===== config.mk =====
export PLATFORM = sky130hd
export DESIGN_NAME = usbd_irq_status
export DESIGN_NICKNAME = d
export VERILOG_FILES = /design/src/rtl/usbd_irq_pkg.sv /design/src/rtl/usbd_flag_bank.sv /design/src/rtl/usbd_ctr_merge.sv /design/src/rtl/usbd_idle_monitor.sv /design/src/rtl/usbd_irq_status.sv
export SDC_FILE = /design/constraint.sdc
export NUM_CORES = 1
export LEC_CHECK = 0
export BUFFER_PORTS_ARGS = -buffer_cell sky130_fd_sc_hd__buf_2
export CAP_MARGIN = 20
export CORE_MARGIN = 5
export CORE_UTILIZATION = 50
export DETAILED_ROUTE_END_ITERATION = 10
export GPL_TIMING_DRIVEN = 0
export HOLD_SLACK_MARGIN = 0.06
export PLACE_DENSITY = 0.83
export RECOVER_POWER = 25
export SLEW_MARGIN = 20
export SYNTH_ARGS = -nofsm -noshare
export SYNTH_HDL_FRONTEND = slang
export SYNTH_SLANG_ARGS = --single-unit

===== constraint.sdc =====
create_clock -name clk -period 2.2 [get_ports clk]
set_input_delay 0.22 -clock clk [delete_from_list [all_inputs] [get_ports clk]]
set_output_delay 0.22 -clock clk [all_outputs]
set_load 0.02 [all_outputs]

===== src/rtl/usbd_irq_pkg.sv =====
package usbd_irq_pkg;

    // Bit positions in the status word; software decodes these.
    localparam int BIT_SOF   = 0;
    localparam int BIT_BRST  = 1;
    localparam int BIT_WAKE  = 2;
    localparam int BIT_SUSP  = 3;
    localparam int BIT_ERR   = 4;
    localparam int BIT_SOVR  = 5;
    localparam int BIT_RSVD  = 6;
    localparam int BIT_CTR   = 7;

    localparam int NUM_STORED = 6;

    // Stored flags, packed so that bit i lands on status bit i.
    typedef struct packed {
        logic sovr;
        logic err;
        logic susp;
        logic wake;
        logic brst;
        logic sof;
    } flag_vec_t;

    function automatic logic [7:0] pack_status(input logic ctr, input flag_vec_t f);
        pack_status = {ctr, 1'b0, f};
    endfunction

    function automatic logic main_irq(input logic ctr, input flag_vec_t f);
        main_irq = ctr | f.sovr | f.err | f.susp | f.brst | f.sof;
    endfunction

endpackage


===== src/rtl/usbd_flag_bank.sv =====
module usbd_flag_bank #(
    parameter int WIDTH = 6
) (
    input  logic             clk,
    input  logic             rst,
    input  logic [WIDTH-1:0] set_evt,
    input  logic             wr_en,
    input  logic [WIDTH-1:0] wr_keep,
    output logic [WIDTH-1:0] flags
);

    for (genvar i = 0; i < WIDTH; i++) begin : g_flag
        logic q;
        always_ff @(posedge clk) begin
            if (rst) begin
                q <= 1'b0;
            end else if (set_evt[i]) begin
                q <= 1'b1;                 // set beats a same-cycle clear
            end else if (wr_en && !wr_keep[i]) begin
                q <= 1'b0;
            end
        end
        assign flags[i] = q;
    end

endmodule


===== src/rtl/usbd_ctr_merge.sv =====
module usbd_ctr_merge #(
    parameter int NUM_CTR = 5
) (
    input  logic [NUM_CTR-1:0] ep_ctr_flags,
    input  logic               setup_done,
    input  logic               xfer_done,
    output logic               ctr_any,
    output logic               sovr_evt,
    output logic               info_load
);

    logic ep0_pending;

    assign ep0_pending = ep_ctr_flags[0];
    assign ctr_any     = |ep_ctr_flags;
    assign sovr_evt    = setup_done & ep0_pending;
    assign info_load   = xfer_done | (setup_done & ~ep0_pending);

endmodule


===== src/rtl/usbd_idle_monitor.sv =====
module usbd_idle_monitor #(
    parameter int IDLE_LIMIT = 144000
) (
    input  logic clk,
    input  logic rst,
    input  logic line_idle,
    input  logic bus_reset_evt,
    input  logic force_suspend,
    input  logic resume_done,
    output logic susp_evt,
    output logic wake_evt
);

    localparam int CNT_W = $clog2(IDLE_LIMIT + 1);
    localparam logic [CNT_W-1:0] LAST = CNT_W'(IDLE_LIMIT - 1);
    localparam logic [CNT_W-1:0] SAT  = CNT_W'(IDLE_LIMIT);

    logic             armed;
    logic             in_susp;
    logic [CNT_W-1:0] cnt;

    assign susp_evt = armed & line_idle & (cnt == LAST);
    assign wake_evt = in_susp & ~line_idle & ~force_suspend;

    always_ff @(posedge clk) begin
        if (rst) begin
            armed <= 1'b0;
        end else if (force_suspend) begin
            armed <= 1'b0;
        end else if (bus_reset_evt || resume_done) begin
            armed <= 1'b1;
        end
    end

    always_ff @(posedge clk) begin
        if (rst || !armed || !line_idle) begin
            cnt <= '0;
        end else if (cnt != SAT) begin
            cnt <= cnt + 1'b1;
        end
    end

    always_ff @(posedge clk) begin
        if (rst) begin
            in_susp <= 1'b0;
        end else if (force_suspend) begin
            in_susp <= 1'b1;
        end else if (wake_evt) begin
            in_susp <= 1'b0;
        end else if (susp_evt) begin
            in_susp <= 1'b1;
        end
    end

endmodule


===== src/rtl/usbd_irq_status.sv =====
module usbd_irq_status
    import usbd_irq_pkg::*;
#(
    parameter int NUM_EP     = 3,
    parameter int IDLE_LIMIT = 144000,
    localparam int NUM_CTR   = 1 + 2 * (NUM_EP - 1)
) (
    input  logic               clk,
    input  logic               rst,
    input  logic [NUM_CTR-1:0] ep_ctr_flags,
    input  logic               setup_done,
    input  logic               xfer_done,
    input  logic               err_evt,
    input  logic               bus_reset_evt,
    input  logic               sof_evt,
    input  logic               line_idle,
    input  logic               force_suspend,
    input  logic               resume_done,
    input  logic               reg_we,
    input  logic [7:0]         reg_wdata,
    output logic [7:0]         reg_rdata,
    output logic               irq,
    output logic               wake_irq,
    output logic               info_load
);

    logic      ctr_any;
    logic      sovr_evt;
    logic      susp_evt;
    logic      wake_evt;
    flag_vec_t set_vec;
    flag_vec_t flags;
    logic [NUM_STORED-1:0] keep_bits;

    usbd_ctr_merge #(.NUM_CTR(NUM_CTR)) u_ctr (
        .ep_ctr_flags (ep_ctr_flags),
        .setup_done   (setup_done),
        .xfer_done    (xfer_done),
        .ctr_any      (ctr_any),
        .sovr_evt     (sovr_evt),
        .info_load    (info_load)
    );

    usbd_idle_monitor #(.IDLE_LIMIT(IDLE_LIMIT)) u_idle (
        .clk           (clk),
        .rst           (rst),
        .line_idle     (line_idle),
        .bus_reset_evt (bus_reset_evt),
        .force_suspend (force_suspend),
        .resume_done   (resume_done),
        .susp_evt      (susp_evt),
        .wake_evt      (wake_evt)
    );

    always_comb begin
        set_vec      = '0;
        set_vec.sovr = sovr_evt;
        set_vec.err  = err_evt;
        set_vec.susp = susp_evt;
        set_vec.wake = wake_evt;
        set_vec.brst = bus_reset_evt;
        set_vec.sof  = sof_evt;
    end

    // Bits 7 and 6 of the write data are deliberately not connected.
    assign keep_bits = reg_wdata[NUM_STORED-1:0];

    usbd_flag_bank #(.WIDTH(NUM_STORED)) u_flags (
        .clk     (clk),
        .rst     (rst),
        .set_evt (set_vec),
        .wr_en   (reg_we),
        .wr_keep (keep_bits),
        .flags   (flags)
    );

    assign reg_rdata = pack_status(ctr_any, flags);
    assign irq       = main_irq(ctr_any, flags);
    assign wake_irq  = flags.wake;

endmodule


==> flow_metrics.py, run 1 <==
metrics = {
    "critical_path": {
        "cp_top_family": "simple AND/OR/NAND/NOR gates",
        "endpoint_kind": "flop",
        "cp.required_ns": 2.46,
        "critical_path_class": "flop to flop",
        "cp-start-kind": "flop",
        "path_buf_inv": 1,
        "worstPathCellList": "inv_1 > ha_1 > or4b_1 > or4_4 > nor2_4 > mux2i_1",
        "max_stage_delay_ns": 0.44,
        "path_max_fanout": 5,
        "slowest_stage": "or4_4",
        "worstPathArrival_ns": 2.14,
    },
    "power": {
        "switching_power_uw": 181.2,
        "power.internal_uw": 698.5,
        "ir_drop_mv": 0.4862,
        "p_clk_share_pct": 36.6,
        "power-per-cell-area_mw_per_mm2": 591.8,
        "p_sw_share_pct": 20.60,
        "combPwrFrac_pct": 8.1,
        "p_leak_uw": 0.0005350,
        "seq_power_share_pct": 55.3,
    },
    "timing": {
        "finalSetupTns_ns": 0,
        "period_share_pct": 85.74,
        "skew_ns": 0.004366,
        "hold_viol": 0,
        "min_period_ns": 1.886,
        "maxSlewViolCount": 0,
        "rsz0062_at_grt": "no",
        "layout_setup_ws_ns": 0.3137,
        "setup_violations": 0,
        "fmax_ghz": 0.5301,
    },
    "synth": {
        "ys_seq_elements": 26,
        "synth_compound_area_share_pct": 9.009,
        "netlist.area_leader.share_pct": 41.64,
        "async_flop_share_pct": 0,
        "synthesis.area_mm2": 0.001250,
        "synth-adder-area-share_pct": 2.002,
        "synth_cell_types": 29,
        "synth_edf_count": 0,
        "synth_top_family_by_area": "simple AND/OR/NAND/NOR gates",
        "synth_seq_area_share_pct": 41.64,
        "synthTopCellsByArea": "dfxtp_1 42%, xnor2_1 7.7%, buf_4 4.8%",
        "ys.flop_type": "dfxtp_1",
        "synthXorXnorAreaFrac_pct": 9.109,
        "syn_inst": 152,
        "yosys_warnings": 0,
        "synthSimpleGateAreaFrac_pct": 27.33,
        "syn_area_per_cell_um2": 8.223,
        "synth_area_leader_cell": "dfxtp_1",
        "synth_fp_nets": 178,
        "muxShareOfSynthArea_pct": 1.602,
    },
    "global_routing": {
        "grt_util_all_layers_pct": 16.83,
        "antenna_found_initial": 0,
        "grt-ovfl-total": 0,
        "grt_pass1_vias": 1114,
        "grt_pass1_wl_mm": 4.554,
        "grt_max_degree": 16,
    },
    "clock_tree": {
        "post_cts_buffers": 0,
        "cts_tree": "built",
        "numCtsBuffers": 3,
        "cts.sinks": 26,
        "clockBufferDepth": 2,
        "clock-root-buffer": "clkbuf_4",
        "cts_hold_buffers": 0,
        "clk_latency_ns": 0.32,
        "cts.repair.resized": 0,
        "cts_max_level": 1,
        "path_clk_slew_ns": 0.14,
    },
    "place": {
        "place_ws_ns": 0.3345,
        "port_buffers": 30,
        "place_congestion": 0.8521,
        "hpwlAfterDp_mm": 2.155,
    },
    "cells_and_area": {
        "nFillCells": 209,
        "fin_nets": 213,
        "seq_area_um2": 520.5,
        "multi_input_area_um2": 616.8,
        "drive_gt1_share_pct": 23.12,
        "antennaDiodeCount": 0,
        "area_growth_pct": 18.92,
    },
    "die": {
        "start_util_pct": 51.39,
        "die_w_um": 60,
        "die_h_um": 60,
        "placementRows": 18,
        "die_area_mm2": 0.003600,
        "io_pins": 35,
        "coreArea_mm2": 0.002432,
    },
    "drt": {
        "avgRoutedWirePerCell_um": 12.78,
        "first_iter_violations": 50,
        "num_vias": 1170,
        "ant_nets": 0,
        "drc": 0,
        "routed_via_density": 5.417,
        "drt_wl_total_mm": 2.760,
        "first_pass_iters": 4,
    },
    "run": {
        "cap_viol_max_count": 0,
    },
    "hold_path": {
        "hold_path.class": "input pin to flop",
    },
    "run_status": {
        "status": "complete, no violations",
    },
}
## cells in the mapped netlist, drive strengths merged (3+ instances only)
| library cell | number |
|---|---|
| inv | 10 |
| dfxtp | 26 |
| or3 | 3 |
| nand4 | 4 |
| nor4 | 7 |
| buf | 8 |
| nor3 | 9 |
| a21oi | 8 |
| nor2 | 17 |
| nand3 | 6 |
| xnor2 | 11 |
| o21ai | 8 |
| clkbuf | 4 |
| nand2 | 13 |
## worst register-to-register path, cell delays in order (launching register included)
cell,delay [ns]
dfxtp_1,0.36
inv_1,0.09
ha_1,0.13
or4b_1,0.42
or4_4,0.44
nor2_4,0.17
mux2i_1,0.21
## area by class of cell
cell class | instances | area share, %
Sequential cell | 26 | 35.02
Timing Repair Buffer | 30 | 9.848
Clock inverter | 1 | 2.020
Multi-Input combinational cell | 104 | 41.50
Buffer | 12 | 5.050
Inverter | 10 | 2.525
Tap cell | 30 | 2.525
Clock buffer | 3 | 1.515
## state kept, by name, indices dropped and copies added (netlist names)
| register | count |
|---|---|
| u_flags.g_flag.q | 6 |
| u_idle.in_susp | 1 |
| u_idle.cnt | 18 |
| u_idle.armed | 1 |
## power groups by stage
stage	sequential, uW	clock [uW]	combinational [uW]
5_1_grt	488	353	78.2
6_report	486	322	71.6
3_3_place_gp	495	0	69.7
2_1_floorplan	495	0	41.0
4_1_cts	486	333	72.3
3_5_place_dp	496	0	72.2
## worst paths after layout
path,end,slack (ns),depth (start not counted),start
worst max-delay path,u_idle.cnt[1]$_SDFFE_PP0P_,0.31,6,u_idle.cnt[0]$_SDFFE_PP0P_
worst min-delay path,u_idle.armed$_SDFFE_PP0P_,0.08,2,force_suspend
worst max register to register,u_idle.cnt[1]$_SDFFE_PP0P_,0.31,6,u_idle.cnt[0]$_SDFFE_PP0P_
worst min register to register,u_flags.g_flag[2].q$_SDFFE_PP0P_,0.50,2,u_idle.in_susp$_SDFFE_PP0P_
## cells in the final DEF, fill, tap and decap left out
cell type	synthesis	final
mux2i_1	2	2
or2_2	1	1
nor4_1	7	7
a31o_2	1	1
o21ai_0	8	8
or4_1	1	1
inv_1	10	10
nor3_1	9	9
bufinv_16	0	1
or4_4	1	1
a21oi_1	8	8
nand4_1	4	4
nand3_1	6	6
xor2_1	2	2
nand2b_1	1	1
nor4b_1	2	2
dfxtp_1	26	26
ha_1	2	2
clkbuf_4	0	3
or4b_1	1	1
buf_4	8	8
or3_1	3	3
nand2_1	13	13
nor2_4	1	1
nor2_1	16	16
clkbuf_1	4	7
a21o_1	1	1
a211oi_1	1	1
a221oi_1	1	1
xnor2_1	11	11
buf_2	0	27
conb_1	1	1
## stage by stage
| step | hold slack (ns) | utilization [%] | power (uW) | std cells | instance area [um^2] |
|---|---|---|---|---|---|
| 5_1_grt | 0.06140 | 61.11 | 918.8 | 216 | 1486 |
| 6_report | 0.08213 | 61.11 | 879.7 | 216 | 1486 |
| 4_1_cts | 0.07137 | 61.27 | 891.1 | 216 | 1490 |
| 3_5_place_dp | 0.4323 | 59.10 | 568.3 | 212 | 1438 |
| 3_3_place_gp | 0.4151 | 59.10 | 564.7 | 212 | 1438 |
| 2_1_floorplan | 0.2993 | - | 536.1 | 152 | 1250 |
## cells by family after synthesis
group                      after synthesis
buffers and inverters                   22
muxes                                    2
and+or+nand+nor                         66
adders and majority gates                2
other                                    1
DFF                                     26
AOI/OAI and AO/OA                       20
xor gates and xnor gates                13
## layer usage
metal  global-route usage [%]  vias up  part of all wire, %
met3                    1.944        9                  9.6
met5                        0        -                    0
li1                         -      582                    -
met4                    10.44        0                  2.9
met2                    29.17       56                   48
met1                    19.44      523                   40
No activity file was read; power rests on OpenSTA's default activity.
==> inputs of run 2 (changes only) <==
- CORE_UTILIZATION: 50 -> 52
- PLACE_DENSITY: 0.83 -> 0.85
- SYNTH_HIERARCHICAL: not set -> 1
==> flow_metrics.py, run 2 <==
metrics = {
    "clock_tree": {
        "clock-root-buffer": "clkbuf_4",
        "post_cts_buffers": 0,
        "cts_tree": "built",
        "cts.repair.resized": 0,
        "clk_latency_ns": 0.33,
        "cts.sinks": 26,
        "numCtsBuffers": 3,
        "cts_max_level": 1,
        "path_clk_slew_ns": 0.14,
        "clockBufferDepth": 2,
    },
    "die": {
        "die_area_mm2": 0.003736,
        "die_h_um": 61.12,
        "io_pins": 35,
        "placementRows": 18,
        "start_util_pct": 54.35,
        "coreArea_mm2": 0.002500,
        "die_w_um": 61.12,
    },
    "drt": {
        "drt_wl_total_mm": 2.836,
        "ant_nets": 0,
        "num_vias": 1183,
        "routed_via_density": 5.402,
        "first_iter_violations": 12,
        "avgRoutedWirePerCell_um": 12.95,
        "drc": 0,
        "first_pass_iters": 4,
    },
    "synth": {
        "synthesis.area_mm2": 0.001359,
        "netlist.area_leader.share_pct": 38.31,
        "async_flop_share_pct": 0,
        "synthTopCellsByArea": "dfxtp_1 38%, xor2_1 5.8%, nor2_1 5.5%",
        "synth_edf_count": 0,
        "syn_area_per_cell_um2": 8.881,
        "synth_cell_types": 38,
        "syn_inst": 153,
        "synth_fp_nets": 179,
        "yosys_warnings": 6,
        "ys_seq_elements": 26,
        "ys.flop_type": "dfxtp_1",
        "synth.most_common_cell": "dfxtp_1",
        "synth_seq_area_share_pct": 38.31,
        "synth_area_leader_cell": "dfxtp_1",
        "yosys-top-cells-count": "26 x dfxtp_1, 20 x nor2_1, 11 x nand2_1",
    },
    "cells_and_area": {
        "regMostFlops": "u_idle/cnt",
        "drive_gt1_share_pct": 31.22,
        "largest_reg_flops": 18,
        "fin_nets": 216,
        "post-route-util_pct": 63.66,
        "area_growth_pct": 17.13,
        "top_regs": "u_idle/cnt x18, u_flags/g_flag.q x6",
        "final_cell_mix": "26 x buf_2, 26 x dfxtp_1, 20 x nor2_1",
        "antennaDiodeCount": 0,
    },
    "global_routing": {
        "grt_max_degree": 15,
        "grt_pass1_vias": 1185,
        "grt_util_all_layers_pct": 17.12,
        "antenna_found_initial": 0,
        "grt_pass1_wl_mm": 4.816,
        "grt-ovfl-total": 0,
    },
    "timing": {
        "tightest_slew_ns": 0.6189,
        "hold_viol": 0,
        "setup_violations": 0,
        "period_share_pct": 83.14,
        "min_period_ns": 1.829,
        "holdWs_ns": 0.1514,
        "skew_ns": 0.001273,
        "worst_slew_margin_rel_pct": 58.36,
        "rsz0062_at_grt": "no",
        "maxSlewViolCount": 0,
        "fmax_ghz": 0.5468,
        "finalSetupTns_ns": 0,
    },
    "critical_path": {
        "reg2reg_from": "u_idle/cnt[2]$_SDFFE_PP0P_",
        "critical_path_class": "flop to flop",
        "worstPathArrival_ns": 2.10,
        "endpoint_kind": "flop",
        "r2r_slack_ns": 0.37,
        "setup.worst_path.end": "u_flags/g_flag[3].q$_SDFFE_PP0P_",
        "cp-startpoint": "u_idle/cnt[2]$_SDFFE_PP0P_",
        "cp-start-kind": "flop",
        "max_stage_delay_ns": 0.58,
        "cp.required_ns": 2.47,
        "r2r_cells": 6,
        "worstPathCellList": "and4_1 > buf_6 > nand2_1 > nor4_1 > nor3b_2 > nor3_2",
        "r2r-end": "u_flags/g_flag[3].q$_SDFFE_PP0P_",
        "slowest_stage": "nor4_1",
        "path_max_fanout": 8,
    },
    "hold_path": {
        "hold_path.class": "input pin to flop",
        "min_path_cells": 3,
    },
    "power": {
        "p_leak_uw": 0.0006083,
        "switching_power_uw": 194.8,
        "ir_drop_mv": 0.3871,
        "p_clk_share_pct": 30.0,
        "seq_power_share_pct": 59.1,
        "power-per-cell-area_mw_per_mm2": 515.2,
        "p_sw_share_pct": 23.76,
        "power.internal_uw": 625.1,
        "combPwrFrac_pct": 11.0,
    },
    "run_status": {
        "status": "complete, no violations",
    },
    "place": {
        "port_buffers": 31,
        "hpwlAfterDp_mm": 2.232,
        "place_congestion": 0.8068,
    },
    "run": {
        "cap_viol_max_count": 0,
    },
}
run 2: cell types whose count changed after synthesis, moves of 4 or more:
cell / previous run / this run
nor2_1: 16 / 20
nor3b_2: 0 / 6
nor4_1: 7 / 3
xnor2_1: 11 / 1
nor3_2: 0 / 6
inv_1: 10 / 4
xor2_1: 2 / 9
run 2: stage by stage:
step / std cells / instance area [um^2] / worst slack [ns] / total power [uW]
floorplan: 153 / 1359 / 0.6550 / 545.7
global placement: 214 / 1551 / 0.4416 / 580.9
detailed placement: 214 / 1551 / 0.3712 / 584.7
CTS: 219 / 1598 / 0.3461 / 831.7
global route: 219 / 1592 / 0.1517 / 857.4
finish: 219 / 1592 / 0.3710 / 820.0
run 2: timing repair:
action                                  in CTS  in global routing
endpoints found under the hold margin        1                  0
endpoints found under the setup margin       0                  0
hold buffers                                 1                  0
run 2: how the worst min path moves through the flow:
stage	from	end	slack, ns
floorplan	rst	u_flags/g_flag[0].q$_SDFFE_PP0P_	0.29
global placement	force_suspend	u_idle/armed$_SDFFE_PP0P_	0.42
detailed placement	force_suspend	u_idle/armed$_SDFFE_PP0P_	0.42
CTS	err_evt	u_flags/g_flag[4].q$_SDFFE_PP0P_	0.14
global route	reg_wdata[1]	u_flags/g_flag[1].q$_SDFFE_PP0P_	0.17
finish	err_evt	u_flags/g_flag[4].q$_SDFFE_PP0P_	0.15
run 2: cell families (layout without fill, tap and decap cells):
kind of cell               count (synthesis)  after routing  synth area share, %
and+or+nand+nor                           83             83                38.77
DFF                                       26             26                38.31
buffers and inverters                     16             52                7.458
AOI/OAI and AO/OA                         13             13                5.433
xor gates and xnor gates                  10             10                6.446
adders and majority gates                  2              2                1.841
muxes                                      2              2                1.473
other                                      1              1               0.2760
run 2: layout make-up:
| cell class | instances | area (um^2) |
|---|---|---|
| inverter | 4 | 15.01 |
| clock buffer | 4 | 36.28 |
| multi-input combinational | 111 | 737.0 |
| timing repair buffer | 32 | 158.9 |
| buffer | 12 | 86.33 |
| fill | 209 | 908.4 |
| tap | 30 | 37.54 |
| sequential | 26 | 520.5 |
run 2: per-layer routing:
| metal | up-vias | GRT usage, % | wire, um |
|---|---|---|---|
| li1 | 599 | - | - |
| met1 | 553 | 17.16 | 1094 |
| met2 | 24 | 32.93 | 1524 |
| met3 | 7 | 3.145 | 153 |
| met4 | 0 | 8.978 | 63 |
| met5 | - | 0 | 0 |
run 2: worst max-delay path: cells and delay by family (launching register included):
kind | cells | cell delay (ns)
buffers and inverters | 1 | 0.14
flip-flops | 1 | 0.46
AND/OR/NAND/NOR | 5 | 1.18
run 2: power by group through the flow:
stage	registers (uW)	clock network, uW	logic [uW]
6_report	484	246	89.9
5_1_grt	486	273	97.7
4_1_cts	484	256	91.7
3_5_place_dp	495	0	89.9
3_3_place_gp	494	0	86.6
2_1_floorplan	494	0	52.1
